`src/rtl/gate_seq_pkg.sv`:
```
package gate_seq_pkg;

    localparam int CNT_W = 16;
    localparam int PCT_W = 7;

    // Per-period configuration, captured at each period boundary
    typedef struct packed {
        logic             run;     // period is allowed to switch
        logic             boost;   // topology in force
        logic             sr;      // rectifier allowed
        logic             full;    // step-down continuous-on state
        logic [CNT_W-1:0] on_cnt;  // main-switch phases
    } per_cfg_t;

    typedef struct packed {
        logic main_on;
        logic rect_on;
    } gate_req_t;

    function automatic logic [PCT_W-1:0] pct_clip(input logic [PCT_W-1:0] pct,
                                                  input int unsigned lim);
        return (int'(pct) > lim) ? PCT_W'(lim) : pct;
    endfunction

    function automatic logic [CNT_W-1:0] pct_to_cnt(input logic [PCT_W-1:0] pct,
                                                    input int unsigned period);
        int unsigned p;
        p = (int'(pct) > 100) ? 100 : int'(pct);
        return CNT_W'((p * period) / 100);
    endfunction

endpackage

```
`src/rtl/gate_seq_phase.sv`:
```
module gate_seq_phase
    import gate_seq_pkg::*;
#(
    parameter int PERIOD_CYC = 50
) (
    input  logic             clk,
    input  logic             rst,
    output logic [CNT_W-1:0] ph,
    output logic             wrap
);
    localparam logic [CNT_W-1:0] LAST = CNT_W'(PERIOD_CYC - 1);

    assign wrap = (ph == LAST);

    always_ff @(posedge clk) begin
        if (rst)       ph <= '0;
        else if (wrap) ph <= '0;
        else           ph <= ph + 1'b1;
    end
endmodule

```
`src/rtl/gate_seq_cfg.sv`:
```
module gate_seq_cfg
    import gate_seq_pkg::*;
#(
    parameter int PERIOD_CYC    = 50,
    parameter int DEAD_CYC      = 3,
    parameter int MIN_RECT_CYC  = 2,
    parameter int BUCK_JUMP_PCT = 80,
    parameter int BOOST_MAX_PCT = 70
) (
    input  logic             clk,
    input  logic             rst,
    input  logic             wrap,
    input  logic             boost_sel,
    input  logic             sr_en,
    input  logic             tri_req,
    input  logic [PCT_W-1:0] duty_pct,
    output per_cfg_t         cfg_q
);
    localparam logic [CNT_W-1:0] BOOST_CAP =
        CNT_W'(PERIOD_CYC - 2*DEAD_CYC - MIN_RECT_CYC);
    localparam logic [PCT_W-1:0] JUMP = PCT_W'(BUCK_JUMP_PCT);

    per_cfg_t         nxt;
    logic [CNT_W-1:0] boost_cnt;

    always_comb begin
        nxt       = cfg_q;
        nxt.run   = ~tri_req;
        nxt.sr    = sr_en;
        nxt.boost = cfg_q.run ? cfg_q.boost : boost_sel;
        boost_cnt = pct_to_cnt(pct_clip(duty_pct, BOOST_MAX_PCT), PERIOD_CYC);
        if (nxt.boost) begin
            nxt.full   = 1'b0;
            nxt.on_cnt = (boost_cnt > BOOST_CAP) ? BOOST_CAP : boost_cnt;
        end else begin
            if (duty_pct > JUMP)      nxt.full = 1'b1;
            else if (duty_pct < JUMP) nxt.full = 1'b0;
            nxt.on_cnt = pct_to_cnt(duty_pct, PERIOD_CYC);
        end
    end

    always_ff @(posedge clk) begin
        if (rst) begin
            cfg_q.run    <= 1'b0;
            cfg_q.boost  <= boost_sel;
            cfg_q.sr     <= 1'b0;
            cfg_q.full   <= 1'b0;
            cfg_q.on_cnt <= '0;
        end else if (wrap) begin
            cfg_q <= nxt;
        end
    end
endmodule

```
`src/rtl/gate_seq_drive.sv`:
```
module gate_seq_drive
    import gate_seq_pkg::*;
#(
    parameter int PERIOD_CYC = 50,
    parameter int DEAD_CYC   = 3
) (
    input  logic             clk,
    input  logic             rst,
    input  logic [CNT_W-1:0] ph,
    input  per_cfg_t         cfg,
    input  logic             tri_req,
    output logic             dh_n,
    output logic             dl
);
    localparam logic [CNT_W-1:0] RECT_END = CNT_W'(PERIOD_CYC - DEAD_CYC);

    gate_req_t        req;
    logic             act;
    logic [CNT_W-1:0] rect_start;
    logic             hi_on;
    logic             lo_on;

    always_comb begin
        act         = cfg.run & ~tri_req;
        rect_start  = cfg.on_cnt + CNT_W'(DEAD_CYC);
        req.main_on = act & (cfg.full | (ph < cfg.on_cnt));
        req.rect_on = act & cfg.sr & ~cfg.full &
                      (ph >= rect_start) & (ph < RECT_END);
        // step-down: high side is main; step-up: low side is main
        hi_on = cfg.boost ? req.rect_on : req.main_on;
        lo_on = cfg.boost ? req.main_on : req.rect_on;
    end

    always_ff @(posedge clk) begin
        if (rst) begin
            dh_n <= 1'b1;
            dl   <= 1'b0;
        end else begin
            dh_n <= ~hi_on;
            dl   <= lo_on;
        end
    end
endmodule

```
`src/rtl/gate_seq.sv`:
```
module gate_seq
    import gate_seq_pkg::*;
#(
    parameter int PERIOD_CYC    = 50,
    parameter int DEAD_CYC      = 3,
    parameter int MIN_RECT_CYC  = 2,
    parameter int BUCK_JUMP_PCT = 80,
    parameter int BOOST_MAX_PCT = 70
) (
    input  logic             clk,
    input  logic             rst,
    input  logic             boost_sel,
    input  logic             sr_en,
    input  logic             tri_req,
    input  logic [PCT_W-1:0] duty_pct,
    output logic             dh_n,
    output logic             dl
);
    logic [CNT_W-1:0] ph;
    logic             wrap;
    per_cfg_t         cfg_q;

    gate_seq_phase #(.PERIOD_CYC(PERIOD_CYC)) u_phase (
        .clk (clk),
        .rst (rst),
        .ph  (ph),
        .wrap(wrap)
    );

    gate_seq_cfg #(
        .PERIOD_CYC   (PERIOD_CYC),
        .DEAD_CYC     (DEAD_CYC),
        .MIN_RECT_CYC (MIN_RECT_CYC),
        .BUCK_JUMP_PCT(BUCK_JUMP_PCT),
        .BOOST_MAX_PCT(BOOST_MAX_PCT)
    ) u_cfg (
        .clk      (clk),
        .rst      (rst),
        .wrap     (wrap),
        .boost_sel(boost_sel),
        .sr_en    (sr_en),
        .tri_req  (tri_req),
        .duty_pct (duty_pct),
        .cfg_q    (cfg_q)
    );

    gate_seq_drive #(
        .PERIOD_CYC(PERIOD_CYC),
        .DEAD_CYC  (DEAD_CYC)
    ) u_drive (
        .clk    (clk),
        .rst    (rst),
        .ph     (ph),
        .cfg    (cfg_q),
        .tri_req(tri_req),
        .dh_n   (dh_n),
        .dl     (dl)
    );
endmodule

```
`config.mk`:
```
export PLATFORM = sky130hd
export DESIGN_NAME = gate_seq
export DESIGN_NICKNAME = d
export VERILOG_FILES = /design/src/rtl/gate_seq_pkg.sv /design/src/rtl/gate_seq_phase.sv /design/src/rtl/gate_seq_cfg.sv /design/src/rtl/gate_seq_drive.sv /design/src/rtl/gate_seq.sv
export SDC_FILE = /design/constraint.sdc
export NUM_CORES = 1
export LEC_CHECK = 0
export BUFFER_PORTS_ARGS = -buffer_cell sky130_fd_sc_hd__buf_2
export CORE_MARGIN = 3
export CORE_UTILIZATION = 60
export DETAILED_ROUTE_END_ITERATION = 16
export PLACE_DENSITY = 0.87
export SYNTH_ARGS = -nofsm -noshare
export SYNTH_HDL_FRONTEND = slang
export SYNTH_SLANG_ARGS = --single-unit
export TNS_END_PERCENT = 5
```
`constraint.sdc`:
```
create_clock -name clk -period 24.1 [get_ports clk]
set_input_delay 1.205 -clock clk [delete_from_list [all_inputs] [get_ports clk]]
set_output_delay 1.205 -clock clk [all_outputs]
set_load 0.1 [all_outputs]
```
==> reports/qor.yml, run 1 <==
worst_ep_required_time_ns: 24.30
initial_core_util: 0.6208
io_pins: 14
drive_above_1_share: 0.07223
antenna_violations_before_repair: 0
fin_tns_setup_ns: 0
sequential_fraction_of_the_synthesis_area: 0.07731
crit_top_cell: "sky130_fd_sc_hd__ha_1"
remaining_drc_errors: 0
cts_htree_levels: 2
track_usage: 0.3027
maximum_single_stage_delay_on_the_critical_path_ns: 0.75
die-height_um: 120.7
floorplan.core_area_mm2: 0.01272
synth_largest_type_area_fraction: 0.1267
setup.worst_path.end_class: "flip-flop"
postRouteWirelength_um: 22520
clk_path_buf_depth: 2
ys_dominant_reg_cell: "sky130_fd_sc_hd__dfxtp_1"
setup.worst_path.start_class: "primary input"
pin_count_of_the_biggest_net_entering_global_routing: 20
final_core_utilization: 0.6401
cts_inserted_buffers: 5
yosysUniqueCellTypes: 107
clkSlewWorstSetupHoldPaths_ns: 0.05
worst_clock_skew_ns: 0.004434
synth_enable_flop_cells: 1
worst-slew-pin-transition_ns: 1.182
status: "completed"
crit_type: "primary input to flip-flop"
gpl.final_weighted_congestion: 1.050
postRouteAntennaNets: 0
floorplan.die_area_mm2: 0.01458
finalCritPeriodShare: 0.5200
vias_per_cell: 7.011
yosys_warnings: 0
layout.cells.most_common_list: "sky130_fd_sc_hd__nor2_1 (109), sky130_fd_sc_hd__nand2_1 (82), sky130_fd_sc_hd__ha_1 (80)"
peak_clock_frequency_supported_by_timing_ghz: 0.07980
wl_per_cell_um: 18.19
synth.net_count: 1180
pre_cts_slack_ns: 11.37
drt-initial-drc-count: 881
total_of_cells_resized_after_clock_tree_synthesis: 0
worstHoldPathCells: 2
slew_headroom: 0.2091
mappedNetlistArea_mm2: 0.007898
rr_worst_depth: 5
finalSetupViolCount: 0
synthesis.instances: 1084
post_cts.repair.setup_buffers: 0
finalWorstSetupSlack_ns: 11.57
timing.final.crit_period_ns: 12.53
most_common_cell_after_layout_fill_and_taps_aside: "sky130_fd_sc_hd__nor2_1"
post_synth.cell_area_avg_um2: 7.286
dpl.hpwl_um: 17780
routed-via-count: 8680
cts_tree: "done"
std_cell_rows: 41
design.final.nets: 1162
report.final.hold_viol_count: 0
io_buffers: 13
diodes: 0
slew_violations: 0
die_w_um: 120.7
holdWs_ns: 0.4803
clock_sink_count: 30
cp_max_fo: 12
grt.overflow.total: 0
rsz0062_at_grt: "no"
layout-area-overhead-vs-synth_pct: 3.121
worstPathArrival_ns: 12.74
hold_class: "flip-flop to flip-flop"
crit_slowest_cell: "sky130_fd_sc_hd__a211oi_2"
dominant_cells_by_area_after_synthesis: "sky130_fd_sc_hd__ha_1 (13%), sky130_fd_sc_hd__dfxtp_1 (7.4%), sky130_fd_sc_hd__xnor2_1 (5.5%)"
number_of_global_route_vias_before_repair: 8014
synth_seq_cells: 30
synthDominantAreaCellType: "sky130_fd_sc_hd__ha_1"
cts_root_buf: "sky130_fd_sc_hd__clkbuf_16"
dr.pass1.iters: 7
clk_latency_ns: 0.27
cts.hold.buffers_added: 0
drv_cap: 0
async_reset_ff_frac: 0
grt_pass1_wl_um: 37670
-- per-stage QoR --
| stage | instances | cell area, um^2 |
|---|---|---|
| 2_1_floorplan | 1084 | 7898 |
| 3_3_place_gp | 1231 | 8011 |
| 3_5_place_dp | 1231 | 8011 |
| 4_1_cts | 1238 | 8144 |
| 5_1_grt | 1238 | 8144 |
| 6_report | 1238 | 8144 |
-- layer usage --
layer,up-vias,share of wire,global-route usage
met2,421,0.48,0.5236
met3,90,0.072,0.03227
met4,0,0.034,0.1119
met1,4039,0.41,0.3880
met5,-,0,0
li1,4130,-,-
-- registers in the layout, summed over array words and instances, names as in the netlist --
register / flops
u_cfg.cfg_q: 12
u_drive.dl: 1
u_drive.dh_n: 1
u_phase.ph: 16
-- Yosys cell counts, drive strengths merged (6+ instances only) --
cell type,count
a211oi,24
a2111oi,10
a21o,22
a311oi,8
a21oi,73
and2,14
a31oi,24
nor2b,16
and3,11
dfxtp,29
nor2,112
nor3,45
nand2,82
a211o,7
o311ai,7
a41oi,6
inv,45
ha,80
nand3,40
clkbuf,28
mux2i,18
mux2,7
nand4,14
or2,11
nor4,17
xor2,18
or3,15
o31ai,12
nand2b,18
xnor2,53
o21ai,61
o22ai,9
buf,12
o211ai,14
o21a,10
-- area by class of cell --
cell class,count,area [um^2]
multi-input combinational,968,6933
fill,1128,4578
sequential,30,610.6
tap,172,215.2
inverter,46,172.7
clock buffer,7,132.6
timing repair buffer,15,80.08
-- path summary, 6_finish.rpt --
kind	startpoint	to	slack [ns]
max reg2reg	u_phase.ph[12]$_SDFF_PP0_	u_cfg.cfg_q[18]$_DFFE_PP_	21.22
max	duty_pct[5]	u_cfg.cfg_q[0]$_SDFFE_PP0P_	11.57
min reg2reg	u_cfg.cfg_q[17]$_SDFFE_PP0P_	u_cfg.cfg_q[17]$_SDFFE_PP0P_	0.48
min	u_cfg.cfg_q[17]$_SDFFE_PP0P_	u_cfg.cfg_q[17]$_SDFFE_PP0P_	0.48
-- critical path, delay by kind of cell --
family	cells	cell delay [ns]
AOI/OAI and AO/OA	15	5.09
and+or+nand+nor	9	2.85
adders and majority gates	5	1.79
muxes	4	1.45
buffers and inverters	2	0.34
-- cell families after synthesis --
kind of cell | after synthesis | synth area share
muxes | 25 | 0.03374
AOI/OAI and AO/OA | 365 | 0.3458
adders and majority gates | 88 | 0.1420
and+or+nand+nor | 419 | 0.2714
DFF | 30 | 0.07731
xor gates and xnor gates | 71 | 0.08492
buffers and inverters | 86 | 0.04483
Power of run 1 is not shown: default switching activity piles up to over one toggle a cycle in this logic, so the estimate is an artifact.
==> run 2, diff against run 1 <==
Settings changed: ABC_AREA from default to 1.
Clock period 24.1 ns to 12.9 ns, I/O delays scaled along.
==> run 2 against run 1 <==
Effect of this change: hold slack worse by 0.016 ns; via count decreased by 12%; clock-buffer cell count did not move; wire length down 26%; first-iteration DRC count fell by 35%; design area down 9.0%; setup slack worse by 8.8 ns; synthesized cell count rose by 13%; die area is 9.7% lower; register-to-register slack worse by 11 ns; sequential share of layout area rose by 0.74 points.
==> reports/qor.yml, run 2 <==
wl_per_cell_um: 12.07  # was 18.19 um
dr.pass1.iters: 6  # was 7
synth_seq_cells: 30  # unchanged
setup.worst_path.start_class: "primary input"  # unchanged
cts_root_buf: "sky130_fd_sc_hd__clkbuf_16"  # unchanged
dominant_cells_by_area_after_synthesis: "sky130_fd_sc_hd__nand2_1 (19%), sky130_fd_sc_hd__ha_1 (14%), sky130_fd_sc_hd__inv_1 (8.3%)"  # was sky130_fd_sc_hd__ha_1 (13%), sky130_fd_sc_hd__dfxtp_1 (7.4%), sky130_fd_sc_hd__xnor2_1 (5.5%)
async_reset_ff_frac: 0  # unchanged
grt_pass1_wl_um: 29540  # was 37670 um
yosysUniqueCellTypes: 52  # was 107
dpl.hpwl_um: 13820  # was 17780 um
crit_type: "primary input to flip-flop"  # unchanged
post_synth.cell_area_avg_um2: 5.774  # was 7.286 um^2
io_buffers: 13  # unchanged
drive_above_1_share: 0.1001  # was 0.07223
largest_registers: "u_phase.ph x16, u_cfg.cfg_q x12"  # unchanged
track_usage: 0.2594  # was 0.3027
sequential_fraction_of_the_synthesis_area: 0.08604  # was 0.07731
synth-compound-area-share: 0.1031  # was 0.3458
diodes: 0  # unchanged
floorplan.core_area_mm2: 0.01147  # was 0.01272 mm^2
hold_class: "flip-flop to flip-flop"  # unchanged
setup.worst_path.end_class: "flip-flop"  # unchanged
worst_ep_required_time_ns: 13.06  # was 24.30 ns
die_w_um: 114.8  # was 120.7 um
ys_dominant_reg_cell: "sky130_fd_sc_hd__dfxtp_1"  # unchanged
drt-initial-drc-count: 576  # was 881
cts.hold.buffers_added: 0  # unchanged
crit_slowest_cell: "sky130_fd_sc_hd__fa_1"  # was sky130_fd_sc_hd__a211oi_2
finalSetupViolCount: 0  # unchanged
design.final.nets: 1333  # was 1162
layout-area-overhead-vs-synth_pct: 4.408  # was 3.121%
clk_latency_ns: 0.28  # was 0.27 ns
initial_core_util: 0.6189  # was 0.6208
yosys_warnings: 0  # unchanged
floorplan.die_area_mm2: 0.01317  # was 0.01458 mm^2
finalCritPeriodShare: 0.7831
synth_largest_type_area_fraction: 0.1931  # was 0.1267
slew_violations: 0  # unchanged
total_of_cells_resized_after_clock_tree_synthesis: 0  # unchanged
die-height_um: 114.8  # was 120.7 um
synthesis.instances: 1229  # was 1084
crit_top_cell: "sky130_fd_sc_hd__nand2_1"  # was sky130_fd_sc_hd__ha_1
post_synth_most_frequent_cells: "sky130_fd_sc_hd__nand2_1 (365), sky130_fd_sc_hd__inv_1 (156), sky130_fd_sc_hd__nor2_1 (120)"  # was sky130_fd_sc_hd__nor2_1 (109), sky130_fd_sc_hd__nand2_1 (82), sky130_fd_sc_hd__ha_1 (80)
largest_register_ffs: 16  # unchanged
most_common_cell_after_layout_fill_and_taps_aside: "sky130_fd_sc_hd__nand2_1"  # was sky130_fd_sc_hd__nor2_1
std_cell_rows: 39  # was 41
maximum_single_stage_delay_on_the_critical_path_ns: 0.46  # was 0.75 ns
synthSimpleGateAreaFrac: 0.4958  # was 0.2714
clk_path_buf_depth: 2  # unchanged
remaining_drc_errors: 0  # unchanged
post_cts.repair.setup_buffers: 0  # unchanged
postRouteWirelength_um: 16680  # was 22520 um
worst_clock_skew_ns: 0.005621  # was 0.004434 ns
cts_tree: "done"  # unchanged
drv_cap: 0  # unchanged
routed-via-count: 7624  # was 8680
vias_per_cell: 5.517  # was 7.011
mappedNetlistArea_mm2: 0.007097  # was 0.007898 mm^2
grt.overflow.total: 0  # unchanged
io_pins: 14  # unchanged
number_of_global_route_vias_before_repair: 7065  # was 8014
clkSlewWorstSetupHoldPaths_ns: 0.05  # about the same
timing.final.crit_period_ns: 10.10
synth.net_count: 1324  # was 1180
pin_count_of_the_biggest_net_entering_global_routing: 18  # was 20
clock_sink_count: 30  # unchanged
gpl.final_weighted_congestion: 0.9888  # was 1.050
status: "completed"  # unchanged
cts_htree_levels: 2  # unchanged
synthXorXnorAreaFrac: 0.05554  # was 0.08492
slew_headroom: 0.5375  # was 0.2091
synth_top_family_by_area: "simple AND/OR/NAND/NOR gates"  # was compound AO/OA/AOI/OAI gates
worst-slew-pin-transition_ns: 0.6913  # was 1.182 ns
fin_tns_setup_ns: 0  # unchanged
rsz0062_at_grt: "no"  # unchanged
worstPathArrival_ns: 10.26  # was 12.74 ns
cts_inserted_buffers: 5  # unchanged
synth-adder-area-share: 0.1506  # was 0.1420
synthDominantAreaCellType: "sky130_fd_sc_hd__nand2_1"  # was sky130_fd_sc_hd__ha_1
post-synth-top-count-cell: "sky130_fd_sc_hd__nand2_1"  # was sky130_fd_sc_hd__nor2_1
peak_clock_frequency_supported_by_timing_ghz: 0.09899
synth_enable_flop_cells: 1  # unchanged
max_flop_register: "u_phase.ph"  # unchanged
antenna_violations_before_repair: 0  # unchanged
layout.cells.most_common_list: "sky130_fd_sc_hd__nand2_1 (365), sky130_fd_sc_hd__inv_1 (156), sky130_fd_sc_hd__nor2_1 (120)"  # was sky130_fd_sc_hd__nor2_1 (109), sky130_fd_sc_hd__nand2_1 (82), sky130_fd_sc_hd__ha_1 (80)
postRouteAntennaNets: 0  # unchanged
multiplexer_share_of_the_synthesized_area: 0  # was 0.03375
cp_max_fo: 16  # was 12
report.final.hold_viol_count: 0  # unchanged
[run 2: cell types whose count changed in the layout (fill, tap and decap cells not counted), sizes merged, moves of 29 or more]
| cell | previous run | this run |
|---|---|---|
| nor2 | 112 | 149 |
| nand3 | 40 | 126 |
| nand2 | 82 | 396 |
| xnor2 | 53 | 14 |
| inv | 45 | 174 |
| nor3 | 45 | 16 |
[run 2: final timing paths]
check / from / endpoint / slack [ns] / depth (start not counted)
setup reg to reg: u_phase.ph[1]$_SDFF_PP0_ / u_cfg.cfg_q[7]$_SDFFE_PP0P_ / 9.99 / 9
setup / recovery: duty_pct[4] / u_cfg.cfg_q[3]$_SDFFE_PP0P_ / 2.80 / 57
hold / removal: u_cfg.cfg_q[1]$_SDFFE_PP0P_ / u_cfg.cfg_q[1]$_SDFFE_PP0P_ / 0.46 / 2
hold reg to reg: u_cfg.cfg_q[1]$_SDFFE_PP0P_ / u_cfg.cfg_q[1]$_SDFFE_PP0P_ / 0.46 / 2
[run 2: cell type report]
cell class,count,area (um^2)
clock inverter,1,5.005
sequential,30,610.6
tap,143,178.9
clock buffer,7,142.6
timing repair buffer,13,65.06
multi-input combinational,1003,5713
fill,1103,4058
inverter,185,694.4
[run 2: routing by layer]
layer,global-route usage,vias up,share of wire
li1,-,4011,-
met1,0.3113,3330,0.44
met2,0.4703,237,0.48
met3,0.02895,46,0.050
met4,0.1041,0,0.031
met5,0,-,0
[run 2: cell families after synthesis]
family,Yosys count
simple gates,745
xor+xnor,45
flops,30
fa+ha+maj,83
buf+inv,196
compound gates,130
[run 2: per-stage QoR]
step                cells  instance area [um^2]  worst slack, ns  utilization  hold slack [ns]
floorplan            1229                  7097            4.471            -           0.4258
global placement     1374                  7262            2.647       0.6333           0.4412
detailed placement   1374                  7262            2.645       0.6333           0.4483
CTS                  1382                  7410            2.876       0.6462           0.4604
global route         1382                  7410            1.813       0.6462           0.4990
finish               1382                  7410            2.798       0.6462           0.4644
[run 2: worst max-delay path: cells and delay by family]
kind / cells / cell delay (ns)
compound gates: 6 / 1.34
simple gates: 41 / 5.93
buf+inv: 4 / 0.49
xor+xnor: 1 / 0.29
fa+ha+maj: 5 / 1.54
Power of run 2 is left out for the same reason.
